[src/rtl/qcent_pkg.sv]
package qcent_pkg;

  // control-to-datapath load strobes, one per pipeline stage
  typedef struct packed {
    logic ldIn;
    logic ldLut;
    logic ldOut;
  } qcStrobe_t;

  // Table entry generator: rounded quotient in 1/quant units.
  // With midPt set, both indices stand for truncated values, so the
  // middle of each truncation interval is used instead of its floor.
  function automatic int unsigned quarterCode(int unsigned eIdx, int unsigned dIdx,
                                              logic midPt, int unsigned quant,
                                              int unsigned maxCode);
    int unsigned numV;
    int unsigned denV;
    int unsigned codeV;
    if (midPt) begin
      numV = quant * (2 * eIdx + 1);
      denV = 2 * dIdx + 1;
    end else begin
      numV = quant * eIdx;
      denV = dIdx;
    end
    if (denV == 0) codeV = 0;
    else           codeV = (2 * numV + denV) / (2 * denV);
    if (codeV > maxCode) codeV = maxCode;
    return codeV;
  endfunction

endpackage

[src/rtl/qcent_ctrl.sv]
module qcent_ctrl
  import qcent_pkg::*;
(
  input  logic      clk,
  input  logic      rstN,
  input  logic      inValid,
  output logic      inReady,
  output logic      outValid,
  output qcStrobe_t stb
);

  logic accept;
  logic stage1Busy;
  logic stage2Busy;
  logic stage3Busy;

  assign accept = inValid && inReady;

  // the cycle after an acceptance is spent in the first stage, so the
  // input is closed for exactly that cycle
  assign inReady = !stage1Busy;

  always_ff @(posedge clk or negedge rstN) begin
    if (!rstN) begin
      stage1Busy <= 1'b0;
      stage2Busy <= 1'b0;
      stage3Busy <= 1'b0;
    end else begin
      stage1Busy <= accept;
      stage2Busy <= stage1Busy;
      stage3Busy <= stage2Busy;
    end
  end

  assign outValid = stage3Busy;

  always_comb begin
    stb.ldIn  = accept;
    stb.ldLut = stage1Busy;
    stb.ldOut = stage2Busy;
  end


  ready_gap_chk: assert property (@(posedge clk) disable iff (!rstN)
    (inValid && inReady) |=> !inReady);


  latency_chk: assert property (@(posedge clk) disable iff (!rstN)
    (inValid && inReady) |-> ##3 outValid);


  single_pulse_chk: assert property (@(posedge clk) disable iff (!rstN)
    outValid |=> !outValid);

endmodule

[src/rtl/qcent_dpath.sv]
module qcent_dpath
  import qcent_pkg::*;
#(
  parameter int NUM_W     = 13,
  parameter int DEN_W     = 11,
  parameter int ADDR_W    = 9,
  parameter int DEN_IDX_W = 6,
  parameter int EXC_IDX_W = 8,
  parameter int FRAC_W    = 2,
  parameter int MAX_CODE  = 16,
  parameter int CODE_W    = 5,
  parameter int OUT_W     = 12
) (
  input  logic              clk,
  input  logic              rstN,
  input  qcStrobe_t         stb,
  input  logic [NUM_W-1:0]  inNum,
  input  logic [DEN_W-1:0]  inDen,
  input  logic [ADDR_W-1:0] inSeed,
  input  logic              inOver,
  output logic [OUT_W-1:0]  centOut,
  output logic              badOut
);

  localparam int SH_W    = $clog2(DEN_W);
  localparam int QUANT   = 1 << FRAC_W;
  localparam int EXC_MAX = (1 << EXC_IDX_W) - 1;

  // ---------------- stage 1: capture ----------------
  logic [NUM_W-1:0]  s1Num;
  logic [DEN_W-1:0]  s1Den;
  logic [ADDR_W-1:0] s1Seed;
  logic              s1Bad;

  always_ff @(posedge clk or negedge rstN) begin
    if (!rstN) begin
      s1Num  <= '0;
      s1Den  <= '0;
      s1Seed <= '0;
      s1Bad  <= 1'b0;
    end else if (stb.ldIn) begin
      s1Num  <= inNum;
      s1Den  <= inDen;
      s1Seed <= inSeed;
      s1Bad  <= inOver || (inDen == '0);
    end
  end

  // ---------------- stage 2: normalize and look up ----------------
  logic [SH_W-1:0]      msbPos;
  logic [SH_W-1:0]      shAmt;
  logic [NUM_W-1:0]     excess;
  logic [NUM_W-1:0]     excShift;
  logic [DEN_W-1:0]     denShift;
  logic [EXC_IDX_W-1:0] eIdx;
  logic [DEN_IDX_W-1:0] dIdx;
  logic                 midPt;
  logic [CODE_W-1:0]    lutCode;

  always_comb begin
    msbPos = '0;
    for (int i = 0; i < DEN_W; i++) begin
      if (s1Den[i]) msbPos = SH_W'(i);
    end
  end

  always_comb begin
    if (int'(msbPos) >= DEN_IDX_W) shAmt = SH_W'(int'(msbPos) - (DEN_IDX_W - 1));
    else                           shAmt = '0;
  end

  always_comb begin
    if (s1Num >= NUM_W'(s1Den)) excess = s1Num - NUM_W'(s1Den);
    else                        excess = '0;
    excShift = excess >> shAmt;
    denShift = s1Den >> shAmt;
    if (excShift > NUM_W'(EXC_MAX)) eIdx = EXC_IDX_W'(EXC_MAX);
    else                            eIdx = excShift[EXC_IDX_W-1:0];
    dIdx    = denShift[DEN_IDX_W-1:0];
    midPt   = (shAmt != '0);
    lutCode = CODE_W'(quarterCode(int'(eIdx), int'(dIdx), midPt, QUANT, MAX_CODE));
  end

  logic [CODE_W-1:0] s2Code;
  logic [ADDR_W-1:0] s2Seed;
  logic              s2Bad;

  always_ff @(posedge clk or negedge rstN) begin
    if (!rstN) begin
      s2Code <= '0;
      s2Seed <= '0;
      s2Bad  <= 1'b0;
    end else if (stb.ldLut) begin
      s2Code <= lutCode;
      s2Seed <= s1Seed;
      s2Bad  <= s1Bad;
    end
  end

  // ---------------- stage 3: absolute position ----------------
  always_ff @(posedge clk or negedge rstN) begin
    if (!rstN) begin
      centOut <= '0;
      badOut  <= 1'b0;
    end else if (stb.ldOut) begin
      centOut <= s2Bad ? '0 : ({1'b0, s2Seed, FRAC_W'(0)} + OUT_W'(s2Code));
      badOut  <= s2Bad;
    end
  end


  bad_flag_chk: assert property (@(posedge clk) disable iff (!rstN)
    (stb.ldIn && (inOver || inDen == '0)) |-> ##3 (badOut && centOut == '0));


  seed_floor_chk: assert property (@(posedge clk) disable iff (!rstN)
    (stb.ldIn && !inOver && inDen != '0) |-> ##3
      (!badOut && centOut >= OUT_W'({$past(inSeed, 3), FRAC_W'(0)})));


  code_range_chk: assert property (@(posedge clk) disable iff (!rstN)
    (stb.ldOut && !s2Bad) |=>
      (centOut <= OUT_W'({$past(s2Seed), FRAC_W'(0)}) + OUT_W'(MAX_CODE)));

endmodule

[src/rtl/qcent_div.sv]
module qcent_div
  import qcent_pkg::*;
#(
  parameter int ADC_W      = 8,
  parameter int MAX_STRIPS = 5,
  parameter int ADDR_W     = 9,
  parameter int DEN_IDX_W  = 6,
  parameter int FRAC_W     = 2,
  localparam int DEN_W     = $clog2(MAX_STRIPS * ((1 << ADC_W) - 1) + 1),
  localparam int NUM_W     = $clog2(MAX_STRIPS * MAX_STRIPS * ((1 << ADC_W) - 1) + 1),
  localparam int OUT_W     = ADDR_W + 1 + FRAC_W
) (
  input  logic              clk,
  input  logic              rstN,
  input  logic              inValid,
  output logic              inReady,
  input  logic [NUM_W-1:0]  inNum,
  input  logic [DEN_W-1:0]  inDen,
  input  logic [ADDR_W-1:0] inSeed,
  input  logic              inOversize,
  output logic              outValid,
  output logic [OUT_W-1:0]  outCentroid,
  output logic              outBad
);

  localparam int EXC_IDX_W = DEN_IDX_W + $clog2(MAX_STRIPS - 1);
  localparam int MAX_CODE  = (MAX_STRIPS - 1) << FRAC_W;
  localparam int CODE_W    = $clog2(MAX_CODE + 1);

  qcStrobe_t stb;

  qcent_ctrl u_ctrl (
    .clk      (clk),
    .rstN     (rstN),
    .inValid  (inValid),
    .inReady  (inReady),
    .outValid (outValid),
    .stb      (stb)
  );

  qcent_dpath #(
    .NUM_W     (NUM_W),
    .DEN_W     (DEN_W),
    .ADDR_W    (ADDR_W),
    .DEN_IDX_W (DEN_IDX_W),
    .EXC_IDX_W (EXC_IDX_W),
    .FRAC_W    (FRAC_W),
    .MAX_CODE  (MAX_CODE),
    .CODE_W    (CODE_W),
    .OUT_W     (OUT_W)
  ) u_dpath (
    .clk     (clk),
    .rstN    (rstN),
    .stb     (stb),
    .inNum   (inNum),
    .inDen   (inDen),
    .inSeed  (inSeed),
    .inOver  (inOversize),
    .centOut (outCentroid),
    .badOut  (outBad)
  );

endmodule

[config.mk]
export PLATFORM = sky130hd
export DESIGN_NAME = qcent_div
export DESIGN_NICKNAME = d
export VERILOG_FILES = /design/src/rtl/qcent_pkg.sv /design/src/rtl/qcent_ctrl.sv /design/src/rtl/qcent_dpath.sv /design/src/rtl/qcent_div.sv
export SDC_FILE = /design/constraint.sdc
export NUM_CORES = 1
export LEC_CHECK = 0
export ABC_AREA = 1
export ABC_CLOCK_PERIOD_IN_PS = 58800
export BUFFER_PORTS_ARGS = -buffer_cell sky130_fd_sc_hd__buf_2
export CAP_MARGIN = 20
export CELL_PAD_IN_SITES_DETAIL_PLACEMENT = 0
export CELL_PAD_IN_SITES_GLOBAL_PLACEMENT = 1
export CORE_MARGIN = 3
export CORE_UTILIZATION = 35
export DETAILED_ROUTE_END_ITERATION = 12
export GPL_ROUTABILITY_DRIVEN = 0
export GPL_TIMING_DRIVEN = 0
export PLACE_DENSITY_LB_ADDON = 0.15
export REMOVE_ABC_BUFFERS = 1
export SETUP_SLACK_MARGIN = 0.5
export SLEW_MARGIN = 20
export SYNTH_ARGS = -nofsm -noshare
export SYNTH_HDL_FRONTEND = slang
export SYNTH_SLANG_ARGS = --single-unit
[constraint.sdc]
create_clock -name clk -period 58.8 [get_ports clk]
set_clock_uncertainty 0.2 [all_clocks]
set_input_delay 8.82 -clock clk [delete_from_list [all_inputs] [get_ports clk]]
set_output_delay 8.82 -clock clk [all_outputs]
set_load 0.05 [all_outputs]
==> reports/results.tsv <==
stage	metric	value	unit
run_status	outcome	completed	
synthesis	YS warnings	0	
synthesis	Post-Synth Simple-Gate Area	53.89	%
synthesis	Post-Syn Instances	4590	
synthesis	leading area contributor after synthesis	nand2_1	
finish	post-layout util	41.41	%
floorplanning	die extent in x	286.9	um
floorplanning	die area	0.08232	mm2
sta	Final Hold Viols	0	
sta	crit path time final	54.29	ns
cts	TritonCTS clock tree	yes	
cts	Clock Latency Late Sink	0.33	ns
routing	DRT antenna net count	0	
synthesis	post-synth top area share	16.28	%
synthesis	prevailing post-synth register cell	dfrtp_1	
synthesis	number of synthesized register bits	65	
min_path	hold endpoint	u_ctrl.outValid	
cts	CTS sink count	65	
sta	RSZ-0062 raised after global routing	no	
worst_setup_path	cell mode on critical path	inv_1	
flow_run	Max Cap Violations	0	
global_route	global route total overflow	0	
worst_setup_path	Slowest cell on crit path	dfrtp_1	
place	hpwl dp	65990	um
routing	DR iter-0 viols	1437	
place	I/O Buffers	51	
worst_setup_path	FF-to-FF setup slack	4.51	ns
finish	P&R area growth vs syn	16.72	%
cts	clock slew at reported path FFs	0.05	ns
finish	NumNets Final	5101	
synthesis	most numerous cell in the Yosys netlist	nand2_1	
floorplanning	Initial Utilization	35.48	%
synthesis	top post-synthesis cells by count	nand2_1 (1198), inv_1 (611), nor2_1 (392)	
sta	Max Fclk	0.01842	GHz
sta	worst rel slew slack	36.04	%
routing	Via Count	28870	
synthesis	ranking of synthesized cells by area	nand2_1 (16%), ha_1 (9.8%), inv_1 (8.3%), nand3_1 (6.5%), dfrtp_1 (5.9%)	
synthesis	ys async rst share	100.0	%
worst_setup_path	length in cells of the worst reg-to-reg path	396	
finish	Fillers	8707	
finish	fraction of layout cells with a size suffix above 1	25.68	%
synthesis	Synth Area in Compound Gates	11.28	%
synthesis	mux cell area share after synthesis	0.1087	%
synthesis	Synth Area in Adders	10.00	%
routing	Residual DRC	0	
routing	first drt pass iteration count	5	
floorplanning	number of cell rows	102	
cts	Num CTS Buffers	9	
synthesis	synthesized area	0.02762	mm2
floorplanning	die height	286.9	um
cts	H-Tree Depth	3	
worst_setup_path	crit path DAT	54.28	ns
global_route	total global-route track usage	19.97	%
worst_setup_path	required time worst endpoint	58.80	ns
global_route	largest net degree at the start of global routing	44	
global_route	vias in the first global route	26900	
synthesis	sequential fraction of the synthesis area	5.889	%
worst_setup_path	WS Path Type	register to register	
cts	Max Root-Sink Buffers	2	
sta	final setup fails	0	
sta	Worst Max-Slew Pin Slew	0.9594	ns
synthesis	Synth cell types	83	
cts	Root Driver	clkbuf_16	
synthesis	Post-Synth XOR/XNOR Area	6.057	%
global_route	initial antenna violation count	0	
min_path	Hold Crit Class	register to register	
synthesis	number of synthesized flops with an enable pin	0	
sta	Slew Viols, Final	0	
finish	Inserted Diodes	0	
routing	Post-Route WL	85740	um
worst_setup_path	CP Capture Type	register	
worst_setup_path	largest stage delay on the critical path	0.41	ns
synthesis	Syn Area/Cell	6.017	um2
worst_setup_path	worst r2r src	u_dpath.s1Den[3]	
routing	Wirelength per Cell	14.56	um
worst_setup_path	CP Max Fanout	20	
worst_setup_path	Critical R2R Capture	u_dpath.s2Code[0]	
global_route	first-pass GRT wire length	138000	um
floorplanning	Core Area	0.07785	mm2
min_path	hold path startpoint	u_ctrl.stage2Busy	
worst_setup_path	Startpoint Class	register	
floorplanning	io pins	52	
routing	Vias/cell	4.903	
synthesis	main combinational cell family by area after synthesis	simple AND/OR/NAND/NOR gates	
min_path	hold depth	0	
sta	Period Utilization, post-route	92.32	%
## sequential cells by signal (all words and copies together), names as in the netlist, 5 cells and up
name / flops
u_dpath.s1Den: 11
u_dpath.s1Num: 13
u_dpath.s2Seed: 9
u_dpath.s2Code: 5
u_dpath.centOut: 12
u_dpath.s1Seed: 9
## worst max path at each step
| stage | start | slack, ns | to |
|---|---|---|---|
| 4_1_cts | u_dpath.s1Den[3] | 0.51 | u_dpath.s2Code[0] |
| 6_report | u_dpath.s1Den[3] | 4.51 | u_dpath.s2Code[0] |
| 5_1_grt | u_dpath.s1Den[2] | 0.18 | u_dpath.s2Code[0] |
| 2_1_floorplan | u_dpath.s1Den[2] | -2.20 | u_dpath.s2Code[1] |
| 3_3_place_gp | u_dpath.s1Den[4] | -15.52 | u_dpath.s2Code[0] |
| 3_5_place_dp | u_dpath.s1Den[4] | -15.21 | u_dpath.s2Code[0] |
## repair_timing
action | in CTS | in global routing
endpoints found under the setup margin | 5 | 4
hold endpoints to repair | 0 | 0
buffers inserted | 88 | 135
hold buffers | 0 | 0
cloned | 16 | 4
resized for setup | 167 | 229
pin swaps | 73 | 157
## kinds of logic (layout without fill, tap and decap cells)
| family | after synthesis | count (layout) |
|---|---|---|
| xor+xnor | 191 | 191 |
| other cells | 1 | 19 |
| buf+inv | 785 | 1009 |
| mux | 3 | 3 |
| fa+ha+maj | 219 | 219 |
| flops | 65 | 65 |
| simple gates | 2784 | 2801 |
| compound gates | 542 | 542 |
## per-stage QoR
stage | setup slack, ns | std cells | TNS [ns] | hold slack, ns | instance area [um2]
2_1_floorplan | -2.200 | 4538 | -8.774 | 0.1744 | 26970
3_3_place_gp | -15.52 | 5629 | -65.75 | 0.1891 | 28520
3_5_place_dp | -15.21 | 5631 | -64.20 | 0.2115 | 28580
4_1_cts | 0.5097 | 5750 | 0 | 0.2161 | 30320
5_1_grt | 0.1848 | 5889 | 0 | 0.2270 | 32240
6_report | 4.514 | 5889 | 0 | 0.2342 | 32240
## routing by layer
layer	global-route usage (%)	part of all wire (%)	vias up
met5	0	0	-
met4	2.953	1.5	0
met3	0.9437	1.8	72
met2	33.92	46	291
met1	28.40	50	13050
li1	-	-	15460
## layout make-up
class                           count  area (um2)  share of cell area (%)
Clock inverter                      4       20.02                 0.06210
Timing Repair Buffer              276        2029                   6.295
Inverter                          715        2902                   9.001
Tap cell                         1040        1301                   4.036
Multi-Input combinational cell   3775       24090                   74.74
Timing Repair inverter              3       20.02                 0.06210
Clock buffer                       11       242.7                  0.7530
Sequential cell                    65        1628                   5.049
## worst max-delay path: cells and delay by family, from the launching register on
kind | cells | cell delay [ns]
multiplexers | 1 | 0.32
adder cells (fa/ha/maj) | 31 | 8.77
flip-flops | 1 | 0.41
AO/OA/AOI/OAI | 121 | 18.70
AND/OR/NAND/NOR | 173 | 20.07
buffers and inverters | 70 | 5.55
## cells in the final DEF, fill, tap and decap left out, types with 141 or more instances in the layout
| cell type | n |
|---|---|
| buf_4 | 214 |
| nand4_1 | 142 |
| nand3_2 | 141 |
| nand2_2 | 179 |
| ha_1 | 190 |
| nand2_1 | 1172 |
| nand3_1 | 349 |
| inv_1 | 588 |
| o21ai_0 | 165 |
| nor2_1 | 367 |
Power is left out: the tool's default activity adds up to more than one toggle a clock period on the data nets, which glitch-free logic cannot reach.
